==> config.mk <==
export PLATFORM = sky130hd
export DESIGN_NAME = bist_chk_datapath
export DESIGN_NICKNAME = d
export VERILOG_FILES = /design/src/rtl/bist_chk_pkg.sv /design/src/rtl/bist_chk_datapath.sv
export SDC_FILE = /design/constraint.sdc
export NUM_CORES = 1
export LEC_CHECK = 0
export CORE_ASPECT_RATIO = 0.5
export CORE_MARGIN = 5
export CORE_UTILIZATION = 35
export DETAILED_ROUTE_END_ITERATION = 10
export PLACE_DENSITY = 0.65
export SYNTH_ARGS = -nofsm -noshare
export SYNTH_HDL_FRONTEND = slang
export SYNTH_SLANG_ARGS = --single-unit
export TNS_END_PERCENT = 30
==> constraint.sdc <==
create_clock -name clk -period 5.25 [get_ports clk]
set_input_delay 0.525 -clock clk [delete_from_list [all_inputs] [get_ports clk]]
set_output_delay 0.525 -clock clk [all_outputs]
set_load 0.05 [all_outputs]
==> src/rtl/bist_chk_pkg.sv <==
package bist_chk_pkg;

  // strobes from control to datapath
  typedef struct packed {
    logic loadStart;   // start-of-loop seen: restart tracking
    logic advance;     // compare the current symbol and step the loop
    logic clearCnt;    // self-test disabled: clear the error count
  } dpCtrl_t;

  // status from datapath to control
  typedef struct packed {
    logic isStart;     // symbol equals the loop-start value
    logic isLast;      // the expected symbol is the last of the loop
    logic symErr;      // symbol differs from the expected value
    logic tooDense;    // the window would reach the error limit
  } dpStat_t;

  typedef enum logic { SEARCH = 1'b0, TRACK = 1'b1 } lockState_t;

endpackage

==> src/rtl/bist_chk_datapath.sv <==
module bist_chk_datapath
  import bist_chk_pkg::*;
#(
  parameter int SYM_W   = 9,
  parameter int TAP     = 5,
  parameter int WIN     = 28,
  parameter int ERR_LIM = 14,
  parameter int CNT_W   = 16
) (
  input  logic             clk,
  input  logic             rstN,
  input  logic [SYM_W-1:0] symIn,
  input  dpCtrl_t          ctrl,
  output dpStat_t          stat,
  output logic [CNT_W-1:0] errCount
);

  localparam int LAST = (2 ** SYM_W) - 2;
  localparam int WC_W = $clog2(WIN + 1);

  logic [SYM_W-1:0] expSym;
  logic [SYM_W-1:0] pos;
  logic [WIN-1:0]   errWin;
  logic [WC_W-1:0]  winCnt;
  logic [WC_W:0]    newCnt;

  function automatic logic [SYM_W-1:0] stepSeq(input logic [SYM_W-1:0] s);
    return {s[SYM_W-2:0], s[SYM_W-1] ^ s[TAP-1]};
  endfunction

  always_comb begin
    stat.isStart  = (symIn == {SYM_W{1'b1}});
    stat.isLast   = (pos == SYM_W'(LAST));
    stat.symErr   = (symIn != expSym);
    newCnt        = {1'b0, winCnt} + {{WC_W{1'b0}}, stat.symErr}
                    - {{WC_W{1'b0}}, errWin[WIN-1]};
    stat.tooDense = (newCnt >= (WC_W + 1)'(ERR_LIM));
  end

  // expected symbol, loop position and error window
  always_ff @(posedge clk or negedge rstN) begin
    if (!rstN) begin
      expSym <= '1;
      pos    <= '0;
      errWin <= '0;
      winCnt <= '0;
    end else if (ctrl.loadStart) begin
      expSym <= stepSeq({SYM_W{1'b1}});
      pos    <= SYM_W'(1);
      errWin <= '0;
      winCnt <= '0;
    end else if (ctrl.advance) begin
      expSym <= stepSeq(expSym);
      pos    <= stat.isLast ? '0 : pos + 1'b1;
      errWin <= {errWin[WIN-2:0], stat.symErr};
      winCnt <= newCnt[WC_W-1:0];
    end
  end

  // saturating mismatch counter
  always_ff @(posedge clk or negedge rstN) begin
    if (!rstN)
      errCount <= '0;
    else if (ctrl.clearCnt)
      errCount <= '0;
    else if (ctrl.advance && stat.symErr && (errCount != {CNT_W{1'b1}}))
      errCount <= errCount + 1'b1;
  end

  a_r1_pos_in_loop: assert property (@(posedge clk) disable iff (!rstN)
    pos <= SYM_W'(LAST));

  a_r7_window_tally: assert property (@(posedge clk) disable iff (!rstN)
    winCnt == WC_W'($countones(errWin)));

  a_r9_clear_on_disable: assert property (@(posedge clk) disable iff (!rstN)
    ctrl.clearCnt |=> (errCount == '0));

  a_r9_saturate: assert property (@(posedge clk) disable iff (!rstN)
    (errCount == {CNT_W{1'b1}} && !ctrl.clearCnt) |=> (errCount == {CNT_W{1'b1}}));

endmodule

# Word-level counts from Yosys, hierarchy flattened
# Index checks and enable logic that the tools add are counted.
dict set report totals {
  elab_cells 30
  output_inout_bits 20
  reg_bits 67
  input_bits 14
}
dict set report op_classes {
  addsub 4
  n_mux 11
  bitwise_logic 1
  n_eq_ne 4
  n_reduce_logical 4
  order_cmp 1
}
# cell n
set op_table {}
lappend op_table {{2-to-1 mux 28 bit} 2}
lappend op_table {{2-to-1 mux 9 bit} 5}
lappend op_table {{2-to-1 mux 16 bit} 2}
lappend op_table {{== test 9 bit (second input constant)} 2}
lappend op_table {{adder 16 x 1 -> 16 bit (second input constant)} 1}
lappend op_table {{inequality test 16 bit (second input constant)} 1}
lappend op_table {{2-to-1 mux 5 bit} 2}
lappend op_table {{adder 9 x 1 -> 9 bit (second input constant)} 1}
lappend op_table {{inequality test 9 bit} 1}
lappend op_table {{adder 5 x 1 -> 6 bit} 1}
lappend op_table {{greater-or-equal comparator 6 x 4 -> 1 bit (second input constant)} 1}
lappend op_table {{subtractor 6 x 1 -> 6 bit} 1}
lappend op_table {{nonzero test 2 bit} 2}
lappend op_table {{logical AND 1 bit} 2}
lappend op_table {{XOR 1 bit} 1}

# Depth between registers and ports, before layout
dict set report depth {
  word_depth 5
  mapped_depth 13
  ltp_nobuf 11
}

# Least setup slack after synthesis
# Ideal clock, no wire load.
dict set report synth_path {
  path_kind {input to output}
  startpoint {in symIn[6]}
  endpoint {out stat[0] (netlist bit)}
  n_path_buf 2
  path_slack_ns 0.946
  stages 12
  t_arrival_ns 3.779
  cell_sequence {xnor2_1 -> nand3_1 -> nor4_4 -> buf_6 -> buf_12 -> inv_1 -> ha_1 -> a21o_1 -> a21oi_1 -> nor2b_1 -> mux2_2 -> o21ai_0}
}
# element line_no
set synth_rtl {}
lappend synth_rtl {{from (decl)} bist_chk_datapath.sv:12} ;# input logic [SYM_W-1:0] symIn,
lappend synth_rtl {{to (decl)} bist_chk_datapath.sv:14} ;# output dpStat_t stat,

==> results_dict.tcl <==
set metrics [dict create \
    cp_data_required_time_ps 4720 \
    synth_simple_gate_area_share_pct 20.03 \
    ir_drop_mv 0.1437 \
    grt_max_degree 68 \
    setup_tns_ps 0 \
    synth_largest_area_cell "dfrtp_1" \
    clk_latency_ps 330 \
    cap_violations 0 \
    core_area_um2 10210 \
    drt-initial-drc-count 146 \
    cts_resized 0 \
    clk_path_buf_depth 2 \
    synth_top_area_share_pct 39.59 \
    die_h_um 82.37 \
    clkSinkCount 67 \
    antenna_cells 0 \
    critical_path_class "in2out" \
    slew_violations 0 \
    ctsRootBufferMaster "clkbuf_16" \
    wl_per_cell_um 13.80 \
    syn_area_um2 3666 \
    yosysSeqAreaShare_pct 46.04 \
    die_x_um 154.7 \
    num_rows 26 \
    h-tree-depth 3 \
    async_flop_share_pct 100.0 \
    hold_ws_ps 384.3 \
    final_nets 396 \
    dr.pass1.iters 4 \
    grt-ovfl-total 0 \
    globalplace.congestion 0.7508 \
    vias 2558 \
    max_stage_delay_ps 520 \
    finalSetupViolations 0 \
    antenna_left 0 \
    ys_seq_elements 67 \
    hold_class "in2async" \
    r2r_end "winCnt[4]" \
    crit_path_end_kind "primary output" \
    hold_viol 0 \
    clk_pin_slew_ps 50 \
    grt_pass1_wl_um 12360 \
    final_cells 517 \
    synth_top_family_by_area "simple AND/OR/NAND/NOR gates" \
    outcome "complete, no violations" \
    grt_pass1_vias 2457 \
    p_leak_nw 1.911 \
    netlist_instances 340 \
    rsz0062_at_grt "no" \
    clock-skew-final_ps 3.618 \
    cts_setup_buffers 0 \
    drc 0 \
    cp-start-kind "input pin" \
    routed_wl_um 7135 \
    synthAdderAreaFrac_pct 3.618 \
    postCtsHoldBufs 0 \
    synthesis.nets 364 \
    yosysWarningCount 0 \
    die-area_um2 12750 \
    ios 34 \
    cts_buffers 9 \
    tritoncts "done" \
    drive_gt1_share_pct 17.24 \
    ff2ff_path_depth 11 \
    initial_core_util_pct 35.89 \
    multi_input_area_um2 1841 \
    synthTopCellsByArea "dfrtp_1, mux2i_1, dfstp_2, nor2_1, ha_1" \
    antenna_found_initial 0 \
    synthDistinctLibCells 66 \
    synth_edf_count 0 \
    worst-slew-pin-transition_ps 877.9 \
    synthFlopType "dfrtp_1" \
    crit_arrival_ps 3250 \
    crit_buf_inv 3 \
    crit_fanout 2 \
    setup.worst_path.start "symIn[5]" \
    fin_crit_sh_pct 71.88 \
    seq_area_um2 1688 \
    rrSetupSlack_ps 2620 \
    port_buffers 33 \
    cp_cell_sequence "clkdlybuf4s50_1 -> xnor2_2 -> nand3_1 -> nor4_4 -> inv_1 -> ha_1 -> fa_1 -> a21o_1 -> a21oi_1 -> xnor2_1 -> a31oi_1 -> o21ai_0 -> buf_12" \
    synth_xor_area_share_pct 4.232 \
    synthMuxAreaShare_pct 11.02 \
    dp_cells 501 \
    hpwl_um 4617 \
    critPathSlowestCell "clkdlybuf4s50_1" \
    grtUsageTotal_pct 12.18 \
    area_growth_pct 19.73 \
    synth.avg_cell_area_um2 10.78 \
    viasPerCell 4.948 \
    fmax_mhz 265.0 \
    fillerInstances 997 \
    synth_compound_area_share_pct 11.30 \
    relSlewSlack_pct 41.29 \
    post-route-min-period_ps 3773 \
    crit_family "buffers and inverters" \
    p_per_area_nw_per_um2 313.1 \
    r2r_start "expSym[8]" \
]
==> layout make-up <==
type,count,area share (%)
multi-input combinational,246,41.93
clock buffer,14,6.243
timing repair buffer,37,8.210
tap,140,3.991
sequential,67,38.45
clock inverter,2,0.2281
inverter,11,0.9407
==> worst reg2reg max path, cell delays in order (launching register included) <==
cell and delay [ps]:
dfstp_2 570, xnor2_1 120, nand3_1 160, nor4_4 260
inv_1 90, ha_1 240, fa_1 400, a21o_1 190
a21oi_1 160, xnor2_1 160, mux2i_1 100, nor2_1 100
==> worst max path at each step <==
stage	to	depth (start not counted)
4_1_cts	stat[0]	13
6_report	stat[0]	13
3_5_place_dp	stat[0]	13
5_1_grt	stat[0]	13
2_1_floorplan	stat[0]	12
3_3_place_gp	stat[0]	13
==> cells in the mapped netlist, types with 2 or more instances <==
master	number
mux2_4	2
dfstp_2	9
inv_1	11
nor2b_1	6
nand4_1	6
clkbuf_1	7
o21ai_2	2
or3_2	4
mux2i_1	34
o31ai_1	3
nand2_1	15
xor2_1	5
a21oi_1	9
and4_1	2
nor4_1	2
and3_1	2
a31oi_1	2
o21ai_1	2
buf_2	6
dfrtp_1	58
a211oi_1	2
nand3_1	12
nand2b_1	3
mux2_1	2
a211o_1	7
a21o_1	2
nor2_4	2
o31ai_2	4
xnor2_1	9
a21oi_2	8
nor2_1	48
or4_1	6
ha_1	9
and2_1	7
==> layout by cell type, fill, tap and decap left out, drive strengths merged, types with 2 or more instances in the layout <==
| cell | synthesis | layout |
|---|---|---|
| nor2b | 6 | 6 |
| a31oi | 2 | 2 |
| nor3 | 2 | 2 |
| nand2 | 16 | 16 |
| o21ai | 5 | 5 |
| a211oi | 2 | 2 |
| mux2i | 34 | 34 |
| o31ai | 7 | 7 |
| or4 | 6 | 6 |
| buf | 8 | 7 |
| mux2 | 5 | 5 |
| clkinv | 0 | 2 |
| a211o | 8 | 8 |
| a21o | 2 | 2 |
| nor4 | 3 | 3 |
| nor2 | 50 | 50 |
| clkbuf | 7 | 14 |
| nand2b | 3 | 3 |
| xor2 | 6 | 6 |
| dfstp | 9 | 9 |
| and4 | 2 | 2 |
| dfrtp | 58 | 58 |
| and2 | 7 | 7 |
| ha | 9 | 9 |
| a21oi | 17 | 17 |
| nand3 | 13 | 13 |
| or3 | 5 | 5 |
| clkdlybuf4s50 | 0 | 30 |
| and3 | 2 | 2 |
| xnor2 | 10 | 10 |
| nand4 | 7 | 7 |
| inv | 11 | 11 |
==> routing by layer <==
| metal | vias up | global-route usage [%] | routed length [um] |
|---|---|---|---|
| met5 | - | 0 | 0 |
| met4 | 0 | 3.700 | 95 |
| met3 | 10 | 4.217 | 269 |
| met2 | 35 | 18.48 | 3072 |
| met1 | 1234 | 16.54 | 3697 |
| li1 | 1279 | - | - |
==> state kept, by name, indices dropped and copies added (netlist names) <==
register / count
expSym: 9
pos: 9
winCnt: 5
errCount: 16
errWin: 28
==> power by group <==
part	internal, mW	total (mW)	switching, mW
combinational	0.112	0.247	0.135
clock	0.357	0.575	0.218
sequential	0.536	0.552	0.0163
total	1.01	1.37	0.369
==> cell families after synthesis <==
group | after synthesis
and+or+nand+nor | 129
DFF | 67
AOI/OAI and AO/OA | 52
muxes | 39
buffers and inverters | 27
xor gates and xnor gates | 16
adders and majority gates | 10
==> through the flow <==
step	utilization (%)	area [um2]	power, mW	setup WS (ps)
after CTS	42.97	4389	1.392	1439
after global placement	40.19	4105	0.8080	1484
after global routing	42.97	4389	1.439	1254
after floorplan	-	3666	0.7209	946.4
final	42.97	4389	1.374	1477
after detailed placement	40.19	4105	0.8109	1439
No activity file was read; power rests on OpenSTA's default activity.
